## src/rtl/smm_pkg.sv

```systemverilog
package smm_pkg;

  localparam logic [1:0] CFG_CTL  = 2'd0;
  localparam logic [1:0] CFG_EXT  = 2'd1;
  localparam logic [1:0] CFG_SIZE = 2'd2;

  localparam int OPEN_BIT  = 0;
  localparam int LOCK_BIT  = 2;
  localparam int GEN_BIT   = 3;
  localparam int TEN_BIT   = 0;
  localparam int CODE_LSB  = 1;
  localparam int HEN_BIT   = 7;

  localparam logic [7:0] CTL_MASK_OPEN = 8'h0D;
  localparam logic [7:0] EXT_MASK_OPEN = 8'h87;

  localparam logic [15:0] SIZE_QUERY = 16'hFFFF;

  typedef struct packed {
    logic        open;
    logic        globalEn;
    logic        highEn;
    logic [15:0] tsegMib;
  } smmView_t;

  typedef struct packed {
    logic isDefault;
    logic isLow;
    logic isHigh;
    logic isTseg;
    logic isBlack;
  } smmSel_t;

endpackage

```

## src/rtl/smm_cfg_ctrl.sv

```systemverilog
module smm_cfg_ctrl
  import smm_pkg::*;
#(
  parameter int unsigned EXT_TSEG_MIB = 16
) (
  input  logic        clk,
  input  logic        rstN,
  input  logic        cfgWrEn,
  input  logic [1:0]  cfgAddr,
  input  logic [15:0] cfgWrData,
  output logic [15:0] cfgRdData,
  output smmView_t    view
);

  localparam logic [15:0] EXT_SIZE = 16'(EXT_TSEG_MIB);
  localparam logic [15:0] SIZE_RST = (EXT_TSEG_MIB > 0) ? SIZE_QUERY : 16'h0000;

  logic [7:0]  ctlQ, extQ, ctlNext, extNext, ctlMask, extMask;
  logic [15:0] sizeQ, sizeNext;
  logic        locked;

  assign locked  = ctlQ[LOCK_BIT];
  assign ctlMask = locked ? 8'h00 : CTL_MASK_OPEN;
  assign extMask = locked ? 8'h00 : EXT_MASK_OPEN;

  always_comb begin
    ctlNext = (ctlQ & ~ctlMask) | (cfgWrData[7:0] & ctlMask);
    if (ctlNext[LOCK_BIT]) ctlNext[OPEN_BIT] = 1'b0;
    extNext = (extQ & ~extMask) | (cfgWrData[7:0] & extMask);
    if ((EXT_TSEG_MIB > 0) && (cfgWrData == SIZE_QUERY)) sizeNext = EXT_SIZE;
    else sizeNext = cfgWrData;
  end

  always_ff @(posedge clk) begin
    if (!rstN) begin
      ctlQ  <= 8'h00;
      extQ  <= 8'h00;
      sizeQ <= SIZE_RST;
    end else if (cfgWrEn) begin
      case (cfgAddr)
        CFG_CTL:  ctlQ  <= ctlNext;
        CFG_EXT:  extQ  <= extNext;
        CFG_SIZE: sizeQ <= sizeNext;
        default:  ;
      endcase
    end
  end

  always_comb begin
    case (cfgAddr)
      CFG_CTL:  cfgRdData = {8'h00, ctlQ};
      CFG_EXT:  cfgRdData = {8'h00, extQ};
      CFG_SIZE: cfgRdData = sizeQ;
      default:  cfgRdData = 16'h0000;
    endcase
  end

  always_comb begin
    view.open     = ctlQ[OPEN_BIT];
    view.globalEn = ctlQ[GEN_BIT];
    view.highEn   = extQ[HEN_BIT];
    view.tsegMib  = 16'h0000;
    if (extQ[TEN_BIT] && ctlQ[GEN_BIT]) begin
      case (extQ[CODE_LSB +: 2])
        2'd0:    view.tsegMib = 16'd1;
        2'd1:    view.tsegMib = 16'd2;
        2'd2:    view.tsegMib = 16'd8;
        default: view.tsegMib = EXT_SIZE;
      endcase
    end
  end

  // the lock bit never falls between resets
  a_r2_lock_sticky: assert property (@(posedge clk) disable iff (!rstN)
    locked |=> locked);

  // locked registers ignore writes
  a_r2_locked_frozen: assert property (@(posedge clk) disable iff (!rstN)
    (locked && cfgWrEn && cfgAddr != CFG_SIZE) |=> ($stable(ctlQ) && $stable(extQ)));

  // a locked controller never reports open
  a_r2_lock_closes: assert property (@(posedge clk) disable iff (!rstN)
    (cfgWrEn && cfgAddr == CFG_CTL && cfgWrData[LOCK_BIT]) |=> !view.open);

  generate
    if (EXT_TSEG_MIB > 0) begin : g_query
      // query code is answered with the extended size
      a_r8_query_answer: assert property (@(posedge clk) disable iff (!rstN)
        (cfgWrEn && cfgAddr == CFG_SIZE && cfgWrData == SIZE_QUERY) |=> (sizeQ == EXT_SIZE));
    end
  endgenerate

endmodule

```

## src/rtl/smm_addr_decode.sv

```systemverilog
module smm_addr_decode
  import smm_pkg::*;
#(
  parameter int unsigned ADDR_W    = 32,
  parameter logic [31:0] LOW_BASE  = 32'h000A_0000,
  parameter logic [31:0] HIGH_BASE = 32'hFEDA_0000,
  parameter logic [31:0] WIN_BYTES = 32'h0002_0000
) (
  input  logic              clk,
  input  logic              rstN,
  input  smmView_t          view,
  input  logic [ADDR_W-1:0] topLowMem,
  input  logic [ADDR_W-1:0] accAddr,
  input  logic              accSmm,
  output smmSel_t           sel,
  output logic [ADDR_W-1:0] ramAddr
);

  localparam int unsigned SW = ADDR_W + 17;
  localparam logic [ADDR_W-1:0] LOW_A  = ADDR_W'(LOW_BASE);
  localparam logic [ADDR_W-1:0] HIGH_A = ADDR_W'(HIGH_BASE);
  localparam logic [ADDR_W-1:0] WIN_A  = ADDR_W'(WIN_BYTES);

  logic [SW-1:0]     addrX, topX, sizeX;
  logic              inTseg, inLow, inHigh, lowOk, highOk;
  logic [ADDR_W-1:0] lowOff, highOff;

  assign addrX   = SW'(accAddr);
  assign topX    = SW'(topLowMem);
  assign sizeX   = SW'(view.tsegMib) << 20;
  assign inTseg  = (view.tsegMib != 16'h0000) && (addrX < topX) && ((addrX + sizeX) >= topX);
  assign lowOff  = accAddr - LOW_A;
  assign highOff = accAddr - HIGH_A;
  assign inLow   = (accAddr >= LOW_A) && (lowOff < WIN_A);
  assign inHigh  = (accAddr >= HIGH_A) && (highOff < WIN_A);
  assign lowOk   = !view.highEn && (view.open || (accSmm && view.globalEn));
  assign highOk  = view.highEn && (view.open || (accSmm && view.globalEn));

  always_comb begin
    sel = '0;
    if (inTseg) begin
      sel.isTseg  = accSmm;
      sel.isBlack = !accSmm;
    end else if (inHigh && highOk) begin
      sel.isHigh = 1'b1;
    end else if (inLow && lowOk) begin
      sel.isLow = 1'b1;
    end else begin
      sel.isDefault = 1'b1;
    end
  end

  assign ramAddr = sel.isHigh ? (highOff + LOW_A) : accAddr;

  // exactly one region select
  a_r9_onehot: assert property (@(posedge clk) disable iff (!rstN)
    $countones(sel) == 1);

  // management accesses are never sunk
  a_r9_no_smm_sink: assert property (@(posedge clk) disable iff (!rstN)
    sel.isBlack |-> !accSmm);

  // high alias lands inside the legacy RAM window
  a_r4_alias_target: assert property (@(posedge clk) disable iff (!rstN)
    sel.isHigh |-> (ramAddr >= LOW_A && (ramAddr - LOW_A) < WIN_A));

  // segment selects stay below the top of low memory
  a_r7_below_top: assert property (@(posedge clk) disable iff (!rstN)
    (sel.isTseg || sel.isBlack) |-> (accAddr < topLowMem));

endmodule

```

## src/rtl/smm_access_ctl.sv

```systemverilog
module smm_access_ctl
  import smm_pkg::*;
#(
  parameter int unsigned ADDR_W       = 32,
  parameter int unsigned EXT_TSEG_MIB = 16,
  parameter int unsigned EXT_TSEG_MAX = 4095
) (
  input  logic              clk,
  input  logic              rstN,
  input  logic              cfgWrEn,
  input  logic [1:0]        cfgAddr,
  input  logic [15:0]       cfgWrData,
  output logic [15:0]       cfgRdData,
  input  logic [ADDR_W-1:0] topLowMem,
  input  logic [ADDR_W-1:0] accAddr,
  input  logic              accSmm,
  output logic              selDefault,
  output logic              selLowRam,
  output logic              selHighRam,
  output logic              selTsegRam,
  output logic              selBlackhole,
  output logic [ADDR_W-1:0] ramAddr
);

  generate
    if (EXT_TSEG_MIB > EXT_TSEG_MAX) begin : g_bad_size
      $error("extended segment size exceeds the configured maximum");
    end
  endgenerate

  smmView_t view;
  smmSel_t  sel;

  smm_cfg_ctrl #(.EXT_TSEG_MIB(EXT_TSEG_MIB)) u_ctrl (
    .clk       (clk),
    .rstN      (rstN),
    .cfgWrEn   (cfgWrEn),
    .cfgAddr   (cfgAddr),
    .cfgWrData (cfgWrData),
    .cfgRdData (cfgRdData),
    .view      (view)
  );

  smm_addr_decode #(.ADDR_W(ADDR_W)) u_decode (
    .clk       (clk),
    .rstN      (rstN),
    .view      (view),
    .topLowMem (topLowMem),
    .accAddr   (accAddr),
    .accSmm    (accSmm),
    .sel       (sel),
    .ramAddr   (ramAddr)
  );

  assign selDefault   = sel.isDefault;
  assign selLowRam    = sel.isLow;
  assign selHighRam   = sel.isHigh;
  assign selTsegRam   = sel.isTseg;
  assign selBlackhole = sel.isBlack;

endmodule

```

## config.mk

```make
export PLATFORM = sky130hd
export DESIGN_NAME = smm_access_ctl
export DESIGN_NICKNAME = d
export VERILOG_FILES = /design/src/rtl/smm_pkg.sv /design/src/rtl/smm_cfg_ctrl.sv /design/src/rtl/smm_addr_decode.sv /design/src/rtl/smm_access_ctl.sv
export SDC_FILE = /design/constraint.sdc
export NUM_CORES = 1
export LEC_CHECK = 0
export BUFFER_PORTS_ARGS = -buffer_cell sky130_fd_sc_hd__buf_2
export CAP_MARGIN = 20
export CORE_AREA = 2 2 106 108
export CTS_BUF_LIST = sky130_fd_sc_hd__clkbuf_8
export DETAILED_ROUTE_END_ITERATION = 12
export DIE_AREA = 0 0 108 110
export GPL_TIMING_DRIVEN = 0
export PLACE_DENSITY_LB_ADDON = 0.15
export SYNTH_ARGS = -nofsm -noshare
export SYNTH_HDL_FRONTEND = slang
export SYNTH_SLANG_ARGS = --single-unit
```

## constraint.sdc

```tcl
create_clock -name clk -period 6.3 [get_ports clk]
set_input_delay 0 -clock clk [delete_from_list [all_inputs] [get_ports clk]]
set_output_delay 0 -clock clk [all_outputs]
set_load 0.02 [all_outputs]
```

# Yosys cells after proc, flatten, opt, wreduce, memory -nomap -nowiden
# Index checks and enable logic that the tools add are counted.
# word_totals
inputBits	86
elab_cells	59
reg_bits	32
# classes
n_reduce_logical	19
bitwise	8
addsub	4
mux	14
magnitude_cmp	6
eq_ne	5
# ops
op	n
< comparator 32 x 18 -> 1 bit, second input constant	2
greater-or-equal comparator 49 x 32 -> 1 bit	1
one-hot mux 16 bit (3 select lines)	1
adder 32 x 36 -> 37 bit	1
adder 32 x 20 -> 32 bit, second input constant	1
AND 8 bit	4
greater-or-equal comparator 32 x 20 -> 1 bit, second input constant	1
greater-or-equal comparator 32 bit, second input constant	1
< comparator 32 bit	1
two-way mux 16 bit	2
two-way mux 32 bit	1
subtractor 32 x 20 -> 32 bit, second input constant	1
subtractor 32 bit, second input constant	1
equality test 16 bit, second input constant	1
NOT 8 bit	2
bitwise OR 8 bit	2
nonzero test 16 bit	1
one-hot mux 5 bit (3 select lines)	1
logical AND 1 bit	10
two-way mux 8 bit	1
AND reduction 2 bit	3
equality test 2 x 1 -> 1 bit, second input constant	2
equality test 2 bit, second input constant	2
zero test 2 bit	2
other kinds (6)	11

# Depth between registers and ports, before layout
# Gate-level depths: netlist of run 1.
# logic_depth
ltp_word	8
ltp_mapped	20
depth_no_buf	19

# Cells and area by module
# From an unflattened synthesis of run 1, not the netlist that was laid out.
# hier_totals
hier_cells	532
hier_area_um2	3930.0
# by_module_without_submodules
mod	area_each_um2	cells_each	n_inst
smm_addr_decode	2651.3	380	1
smm_cfg_ctrl	1278.7	152	1

# Worst setup path before layout of run 1
# Ideal clock, no wire load.
# synth_timing
path_kind	register to output
startpoint	register (tool-made name)
endpoint	output ramAddr[21]
stages_incl_launch_ff	20
path_slack_ns	2.558
t_arrival_ns	3.742
path_cell_list	dfxtp_1 > nand2_1 > nor3_1 > ha_1 > inv_1 > fa_1 > nand4b_1 > nand2_1 > nand2_1 > nor2_1 > xor2_1 > ha_1 > a211oi_1 > o211ai_1 > a31oi_1 > o211ai_1 > a211o_1 > a21oi_4 > buf_6 > mux2i_1
# synth_rtl
element	line	text
end, declared	smm_access_ctl.sv:22	output logic [ADDR_W-1:0] ramAddr

==> results of run 1 <==
==> cell type report <==
cell class	count	share of cell area (%)
Multi-Input combinational cell	344	55.9
Tap cell	140	4.16
Buffer	31	4.64
Timing Repair Buffer	150	19.4
Clock buffer	3	0.981
Inverter	44	3.92
Sequential cell	23	10.9
Clock inverter	1	0.119
==> kinds of logic after synthesis <==
| group | synth area share [%] |
|---|---|
| and+or+nand+nor | 29.3 |
| AOI/OAI and AO/OA | 17.2 |
| buffers and inverters | 11.4 |
| adders and majority gates | 21.1 |
| DFF | 14.5 |
| xor gates and xnor gates | 3.31 |
| muxes | 3.20 |
==> critical path: stages, from the launching register on <==
cell and delay [ps]:
dfxtp_1 410, nand2_1 150, nor3_1 170, ha_1 200
inv_1 50, fa_1 420, nand4b_1 190, nand2_1 140
nand2_1 100, nor2_1 140, xor2_1 180, ha_1 270
a211oi_1 230, o211ai_1 120, a31oi_1 260, o211ai_1 130
a211o_1 390, a21oi_4 210, buf_6 170, mux2i_1 170
buf_2 180
==> how the worst min path moves through the flow <==
stage | start | end | cells after the start
after global placement | cfgWrData[6] | u_ctrl.sizeQ[6] | 3
after floorplan | cfgAddr[0] | cfgRdData[3] | 1
final | rstN | flip-flop | 2
after CTS | rstN | flip-flop | 2
after detailed placement | cfgWrData[6] | u_ctrl.sizeQ[6] | 3
after global routing | rstN | flip-flop | 2
==> layout by cell type, fill, tap and decap left out, types with 10 or more instances in the layout <==
master / synthesis / layout
dfxtp_1: 23 / 23
ha_1: 52 / 52
buf_4: 18 / 18
buf_2: 3 / 140
nand4_1: 10 / 10
a21oi_1: 25 / 25
nand3_1: 27 / 27
dlygate4sd3_1: 0 / 13
nor2_1: 20 / 20
inv_1: 44 / 44
nand2_1: 65 / 65
and2_1: 12 / 12
o21ai_0: 12 / 12
nor2b_1: 20 / 20
==> stage by stage <==
step                total power, W  util (%)
floorplan                 0.000299         -
finish                    0.000475      39.3
global route              0.000517      39.3
global placement          0.000378      37.7
detailed placement        0.000381      37.7
CTS                       0.000480      39.3
==> repair_timing <==
action                                 4_1_cts  5_1_grt
hold buffers                                13        0
endpoints found under the hold margin       13        0
resized for setup                            0        0
==> per-layer routing <==
metal  track usage, %  up-vias  part of all wire [%]
met1             19.8     1607                    47
met5                0        -                     0
li1                 -     1842                     -
met4             3.75        0                   1.6
met3            0.999       10                   4.5
met2             29.2       99                    47
==> power by group <==
group	switching (W)	total, W	internal (W)
Combinational	0.000127	0.000228	0.000101
Sequential	0.00000428	0.000156	0.000152
Clock	0.0000471	0.0000912	0.0000441
Total	0.000178	0.000475	0.000297
==> out/results.tsv, run 1 <==
stage	metric	value	unit
timing	rsz0062_at_grt	false	
logic_synthesis	synth_commonest_cells	nand2_1 (65), ha_1 (52), inv_1 (44), nand3_1 (27), a21oi_1 (25)	
logic_synthesis	synth.avg_cell_area	7.18	sq um
timing	whs	18.2	ps
route	ant_nets	0	
final_layout	final_cells	736	
final_layout	fin_nets	736	
setup_path	rr_worst_depth	4	
final_layout	multi_input_area	2350	sq um
timing	max_slew.worst_pin.slew	561	ps
final_layout	areaGrowthSynthToFinish	32.7	%
die	dieHeight	110	um
logic_synthesis	synth_top_area_share	20.5	%
die	start_util	29.6	%
clocking	root_buffer	clkbuf_8	
clocking	cts_made_buffers	3	
timing	slew_headroom	62.4	%
clocking	cts_buffer_depth	2	
flow_run	cap_violations	0	
placement	place_ws	2010	ps
die	ios	139	
route	routed_wl	9540	um
power	power.density	113	nW/um^2
global_routing	antenna_found_initial	0	
timing	fin_crit	4570	ps
die	rows	38	
placement	dp_cells	719	
setup_path	start_kind	flip-flop	
timing	fmaxAchievable	0.219	GHz
status	status	finished clean	
power	p_leak	2.20	nW
worst_hold_path	hp-class	in -> reg	
global_routing	grt_usage	15.7	%
logic_synthesis	synth_ff_type	dfxtp_1	
clocking	clock_latency	260	ps
placement	dpl-instance-area	4030	sq um
clocking	clk_pin_slew	90	ps
placement	port_buffers	137	
die	die_w	108	um
setup_path	timing.rr.start	u_ctrl.ctlQ[2]	
global_routing	grt_overflow_total	0	
setup_path	cp.arrival	4570	ps
logic_synthesis	yosysSeqAreaShare	14.5	%
logic_synthesis	synth_area	3170	sq um
placement	gp_congestion	0.810	
logic_synthesis	synth_area_leaders	ha_1 (21%), dfxtp_1 (15%), nand2_1 (7.7%)	
route	first_pass_iters	4	
timing	drv_slew	0	
global_routing	grt_max_degree	14	
timing	fin_setup_tns	0	ps
logic_synthesis	ys_ff_latch	23	
logic_synthesis	syn_inst	442	
logic_synthesis	syn_nets	581	
setup_path	r2r_slack	5110	ps
final_layout	fill_cells	1152	
clocking	post-cts-setup-buffers	0	
logic_synthesis	async_reset_ff_share	0	%
timing	period_share	72.6	%
logic_synthesis	synth.distinct_cells	49	
clocking	cts_tree	done	
logic_synthesis	yosysMostFrequentCell	nand2_1	
clocking	clock_sinks	23	
logic_synthesis	synth_top_cell_by_area	ha_1	
setup_path	crit_type	reg -> out	
timing	hold_viol_final	0	
route	via_per_inst	4.83	
die	die_area	11900	sq um
die	core	10700	sq um
setup_path	worst-endpoint-required	6300	ps
timing	setup_slack	1730	ps
logic_synthesis	yosys_warnings	0	
logic_synthesis	synth_edf_count	0	
clocking	htree_levels	1	
route	drcViolationCount	0	
timing	fin_skew	1.13	ps
timing	setup_violations	0	
setup_path	end_kind	output pin	
final_layout	diodes	0	
route	drtIter0Drc	91	
final_layout	drive_gt1_share	28.2	%
power	vdd_ir_drop_max	102	uV
placement	dp.final_hpwl	7940	um
route	wl_per_cell	13.0	um
setup_path	crit_path_end	ramAddr[21]	
route	num_vias	3558	
setup_path	crit_fanout	10	
global_routing	grt_pass1_wl	15300	um
global_routing	grt_pass1_vias	3305	
final_layout	seqCellArea	460	sq um
final_layout	stdcell_area	4210	sq um
No activity file was read; power rests on OpenSTA's default activity.
==> inputs of run 2 (changes only) <==
==> constraint.sdc (replaced) <==
create_clock -name clk -period 4.6 [get_ports clk]
set_input_delay 0 -clock clk [delete_from_list [all_inputs] [get_ports clk]]
set_output_delay 0 -clock clk [all_outputs]
set_load 0.02 [all_outputs]
==> out/results.tsv, run 2 (synthesis results as in run 1) <==
stage	metric	value	unit	change
timing	fmaxAchievable	0.229	GHz	
final_layout	utilization	39.7	%	+0.33 points
clocking	htree_levels	1		unchanged
timing	fin_skew	1.14	ps	+0.00306 ps
final_layout	diodes	0		unchanged
timing	fin_crit	4370	ps	
route	routed_wl	9600	um	+0.60%
route	num_vias	3583		+0.70%
power	p_total	0.000653	W	+37%
route	ant_nets	0		unchanged
setup_path	crit_type	reg -> out		
placement	dp.final_hpwl	7940	um	unchanged
power	power.switching	0.000245	W	+38%
setup_path	cp_slowest_stage_delay	380	ps	-40 ps
power	vdd_ir_drop_max	140	uV	+37%
setup_path	r2r_slack	3410	ps	-1700 ps
timing	fin_setup_tns	0	ps	unchanged
clocking	clock_latency	260	ps	about the same
die	die_area	11900	sq um	unchanged
setup_path	crit_fanout	10		unchanged
setup_path	timing.rr.start	u_ctrl.ctlQ[2]		
route	drcViolationCount	0		unchanged
global_routing	grt_max_degree	14		unchanged
global_routing	grt_pass1_vias	3305		unchanged
timing	max_slew.worst_pin.slew	559	ps	-2.00 ps
final_layout	final_cell_mix	buf_2 (140), nand2_1 (65), ha_1 (52)		
route	first_pass_iters	4		unchanged
timing	setup_violations	0		unchanged
setup_path	rr_worst_depth	4		unchanged
final_layout	final_cells	738		+0.27%
setup_path	cp.arrival	4370	ps	-200 ps
worst_hold_path	hp-start	rstN		
clocking	root_buffer	clkbuf_8		
final_layout	final_common_cell	buf_2		
setup_path	slowest_stage	dfxtp_2		
power	switching_share	37.6	%	+0.056 points
power	power.density	154	nW/um^2	+36%
power	p_int	0.000408	W	+37%
setup_path	cp_common_cell	nand2_1		
clocking	cts_tree	done		
worst_hold_path	min_path_cells	2		unchanged
placement	dp_cells	719		unchanged
clocking	clock_sinks	23		unchanged
die	start_util	29.6	%	unchanged
timing	hold_viol_final	0		unchanged
clocking	cts_made_buffers	3		unchanged
status	status	finished clean		
global_routing	antenna_found_initial	0		unchanged
route	highest_layer	met4		
power	clkPwrFrac	19.2	%	about the same
clocking	clk_pin_slew	90	ps	about the same
setup_path	worstPathCellList	nand2_1 > nor3_2 > ha_1 > inv_1 > fa_2 > nand4b_1 > nand2_1 > nand2_1 > nor2_1 > xor2_1 > ha_1 > a211oi_1 > o211ai_1 > a31oi_1 > o211ai_1 > a211o_1 > a21oi_4 > buf_6 > mux2i_1 > buf_2		
final_layout	fin_nets	738		+0.27%
timing	period_share	94.9	%	
placement	gp_congestion	0.810		unchanged
die	ios	139		unchanged
route	wl_per_cell	13.0	um	+0.32%
route	wl_met2	4630	um	+3.0%
die	core	10700	sq um	unchanged
flow_run	cap_violations	0		unchanged
global_routing	grt_pass1_wl	15300	um	unchanged
timing	drv_slew	0		unchanged
die	die_w	108	um	unchanged
timing	slew_headroom	62.5	%	+0.13 points
global_routing	grt_overflow_total	0		unchanged
worst_hold_path	hp-class	in -> reg		
setup_path	start_kind	flip-flop		
power	p_seq_share	32.8	%	about the same
route	via_per_inst	4.86		+0.43%
die	rows	38		unchanged
clocking	cts_buffer_depth	2		unchanged
setup_path	worst-endpoint-required	4600	ps	-1700 ps
die	dieHeight	110	um	unchanged
placement	port_buffers	137		unchanged
power	p_leak	2.22	nW	+1.0%
power	combPwrFrac	48.0	%	about the same
timing	whs	16.7	ps	-1.43 ps
route	wl_met1	4460	um	-0.20%
final_layout	areaGrowthSynthToFinish	33.8	%	
final_layout	drive_gt1_share	29.4	%	+1.2 points
route	drtIter0Drc	110		+21%
route	route.met3.wl	433	um	+1.6%
global_routing	grt_usage	15.7	%	unchanged
setup_path	end_kind	output pin		
==> run 2: changes by cell type in the layout (fill, tap and decap cells not counted) <==
cell,previous run,this run
fa_2,0,1
dfxtp_1,23,21
nor3_2,0,1
o21bai_1,1,0
dfxtp_2,0,2
nor4_2,0,1
o21bai_2,0,1
fa_1,1,0
buf_4,18,20
nor3_1,7,6
nor4_1,4,3
==> run 2: critical path, delay by kind of cell, from the launching register on <==
family / cells / cell delay (ps)
DFF: 1 / 380
buffers and inverters: 3 / 410
adders and majority gates: 3 / 830
xor gates and xnor gates: 1 / 180
AOI/OAI and AO/OA: 6 / 1300
and+or+nand+nor: 6 / 830
muxes: 1 / 170
==> run 2: worst max-delay path by stage <==
stage / from / end / slack (ps)
after floorplan: flip-flop / ramAddr[21] / 860
after global placement: flip-flop / ramAddr[21] / 330
after detailed placement: flip-flop / ramAddr[21] / 310
after CTS: flip-flop / ramAddr[21] / 20
after global routing: flip-flop / ramAddr[21] / -20
final: flip-flop / ramAddr[21] / 230
==> run 2: final cells by class <==
| type | count | area (sq um) |
|---|---|---|
| Multi-Input combinational cell | 344 | 2370 |
| Clock inverter | 1 | 5.00 |
| Inverter | 44 | 165 |
| Clock buffer | 3 | 41.3 |
| Fill cell | 1156 | 6450 |
| Tap cell | 140 | 175 |
| Sequential cell | 23 | 463 |
| Timing Repair Buffer | 152 | 831 |
| Buffer | 31 | 195 |
==> run 2: timing repair <==
action,4_1_cts,5_1_grt
hold buffers,13,0
setup buffers,0,2
resized for setup,0,6
hold endpoints to repair,13,0
endpoints found under the setup margin,1,15
pin swaps,1,3
==> run 2: layer usage <==
| metal | global-route usage, % | vias up |
|---|---|---|
| met2 | 29.2 | 97 |
| met5 | 0 | - |
| met1 | 19.8 | 1631 |
| met4 | 3.75 | 0 |
| li1 | - | 1847 |
| met3 | 0.999 | 8 |
==> run 2: stage by stage <==
step | worst slack (ps) | cell area [sq um]
after floorplan | 858 | 3170
after global placement | 332 | 4030
after detailed placement | 311 | 4030
after CTS | 21.4 | 4210
after global routing | -22.2 | 4240
final | 234 | 4240
==> run 2: power groups by stage <==
stage               combinational [W]  clock (W)  sequential [W]
floorplan                    0.000192          0        0.000217
global placement             0.000300          0        0.000218
detailed placement           0.000304          0        0.000218
CTS                          0.000314   0.000130        0.000214
global route                 0.000354   0.000141        0.000216
finish                       0.000314   0.000125        0.000214
==> inputs of run 3 (changes only) <==
--- a/config.mk
+++ b/config.mk
@@ -5,7 +5,7 @@
 export SDC_FILE = /design/constraint.sdc
 export NUM_CORES = 1
 export LEC_CHECK = 0
-export BUFFER_PORTS_ARGS = -buffer_cell sky130_fd_sc_hd__buf_2
+export BUFFER_PORTS_ARGS = -buffer_cell sky130_fd_sc_hd__buf_4
 export CAP_MARGIN = 20
 export CORE_AREA = 2 2 106 108
 export CTS_BUF_LIST = sky130_fd_sc_hd__clkbuf_8
==> out/results.tsv, run 3 (synthesis results as in run 1) <==
stage	metric	value	unit	change
die	ios	139		unchanged
clocking	htree_levels	1		unchanged
power	p_leak	2.33	nW	+5.0%
setup_path	timing.rr.start	u_ctrl.ctlQ[2]		
setup_path	crit_type	reg -> out		
route	first_pass_iters	4		unchanged
final_layout	areaGrowthSynthToFinish	45.3	%	
route	routed_wl	9830	um	+2.4%
die	die_w	108	um	unchanged
clocking	clock_sinks	23		unchanged
timing	drv_slew	0		unchanged
global_routing	grt_overflow_total	0		unchanged
final_layout	drive_gt1_share	29.4	%	-0.049 points
die	start_util	29.6	%	unchanged
setup_path	crit_fanout	10		unchanged
final_layout	final_cell_mix	buf_4 (155), nand2_1 (63), ha_1 (52)		
setup_path	worstPathCellList	nand2_2 > nor3_2 > ha_1 > inv_1 > fa_1 > nand4b_1 > nand2_2 > nand2_1 > nor2_1 > xor2_1 > ha_1 > a211oi_2 > o211ai_1 > a31oi_1 > o211ai_1 > a211o_1 > a21oi_4 > buf_6 > mux2i_1 > buf_4		
timing	fmaxAchievable	0.235	GHz	+2.6%
route	wl_per_cell	13.3	um	+2.3%
route	highest_layer	met4		
placement	dp.final_hpwl	8190	um	+3.2%
global_routing	grt_pass1_vias	3450		+4.4%
setup_path	r2r_slack	3410	ps	about the same
clocking	root_buffer	clkbuf_8		
final_layout	diodes	0		unchanged
route	route.met3.wl	508	um	+17%
die	die_area	11900	sq um	unchanged
timing	max_slew.worst_pin.slew	567	ps	+7.95 ps
die	rows	38		unchanged
clocking	clk_pin_slew	80	ps	about the same
global_routing	grt_usage	16.4	%	+0.67 points
route	drtIter0Drc	71		-35%
setup_path	path_buf_inv	3		unchanged
placement	dpl-instance-area	4380	sq um	+8.5%
timing	fin_skew	2.86	ps	+1.72 ps
clocking	cts_tree	done		
placement	port_buffers	137		unchanged
global_routing	grt_max_degree	14		unchanged
worst_hold_path	min_path_cells	3		+1
final_layout	stdcell_area	4610	sq um	+8.6%
timing	period_share	92.6	%	-2.4 points
placement	gp_congestion	0.861		+6.2%
timing	slew_headroom	61.2	%	-1.3 points
route	wl_met1	4300	um	-3.6%
final_layout	fin_nets	739		+0.14%
route	via_per_inst	4.81		-1.0%
setup_path	worst-endpoint-required	4600	ps	about the same
clocking	clock_latency	260	ps	about the same
final_layout	final_common_cell	buf_4		
timing	hold_viol_final	0		unchanged
route	num_vias	3552		-0.87%
timing	fin_setup_tns	0	ps	unchanged
worst_hold_path	hp-class	in -> reg		
die	core	10700	sq um	unchanged
flow_run	cap_violations	0		unchanged
setup_path	end_kind	output pin		
clocking	cts_made_buffers	3		unchanged
route	wl_met2	4970	um	+7.3%
power	vdd_ir_drop_max	115	uV	-17%
timing	whs	61.9	ps	+45.2 ps
route	ant_nets	0		unchanged
setup_path	cp.arrival	4260	ps	-110 ps
timing	setup_violations	0		unchanged
route	drcViolationCount	0		unchanged
global_routing	antenna_found_initial	0		unchanged
worst_hold_path	hp-start	cfgWrData[4]		
timing	fin_crit	4260	ps	-109 ps
clocking	cts_buffer_depth	2		unchanged
setup_path	cp_slowest_stage_delay	420	ps	+40 ps
die	dieHeight	110	um	unchanged
setup_path	slowest_stage	fa_1		
setup_path	path_delay_family	compound AO/OA/AOI/OAI gates		
worst_hold_path	holdPathEnd	u_ctrl.sizeQ[4]		
setup_path	rr_worst_depth	4		unchanged
power	power.density	150	nW/um^2	-2.8%
status	status	finished clean		
setup_path	start_kind	flip-flop		
global_routing	grt_pass1_wl	15900	um	+3.9%
[run 3: changes by cell type in the layout (fill, tap and decap cells not counted), sizes merged]
cell | before | now
dlygate4sd3 | 13 | 16
buf | 161 | 159
[run 3: per-layer routing]
layer | vias up | GRT usage [%]
met5 | - | 0
met4 | 0 | 3.21
met3 | 4 | 1.70
met2 | 99 | 31.2
met1 | 1601 | 19.9
li1 | 1848 | -
[run 3: worst min-delay path: cells and delay by family]
kind            cells  cell delay (ps)
simple gates        1               50
buf+inv             1               90
compound gates      1              150
[run 3: power by group]
group	internal, W	total [W]	switching (W)	leakage, nW
sequential	0.000208	0.000215	0.00000630	0.189
clock	0.0000605	0.000126	0.0000655	0.0255
combinational	0.000173	0.000349	0.000176	2.12
[run 3: worst max path at each step]
| stage | from | end | slack [ps] | cells after the start |
|---|---|---|---|---|
| final | flip-flop | ramAddr[21] | 340 | 20 |
| after global routing | flip-flop | ramAddr[21] | -4 | 20 |
| after CTS | flip-flop | ramAddr[21] | 6 | 20 |
| after detailed placement | flip-flop | ramAddr[21] | 330 | 20 |
| after global placement | flip-flop | ramAddr[21] | 330 | 20 |
| after floorplan | flip-flop | ramAddr[21] | 860 | 19 |
[run 3: area by class of cell]
cell class	instances	area, sq um
Clock inverter	1	5.00
Inverter	44	165
Buffer	31	195
Multi-Input combinational cell	344	2380
Fill cell	1131	6090
Sequential cell	23	463
Timing Repair Buffer	153	1190
Clock buffer	3	41.3
Tap cell	140	175
[run 3: through the flow]
stage | worst slack, ps | std cells | total power, W | util, %
2_1_floorplan | 858 | 442 | 0.000409 | -
3_3_place_gp | 327 | 719 | 0.000553 | 40.9
3_5_place_dp | 334 | 719 | 0.000557 | 40.9
4_1_cts | 6.41 | 739 | 0.000696 | 42.8
5_1_grt | -4.07 | 739 | 0.000747 | 43.1
6_report | 343 | 739 | 0.000689 | 43.1
[run 3: what timing repair did]
item                                    4_1_cts  5_1_grt
hold buffers                                 16        0
endpoints found under the setup margin        0       15
buffers inserted                              0        0
hold endpoints to repair                     16        0
gates resized for setup                       0        8
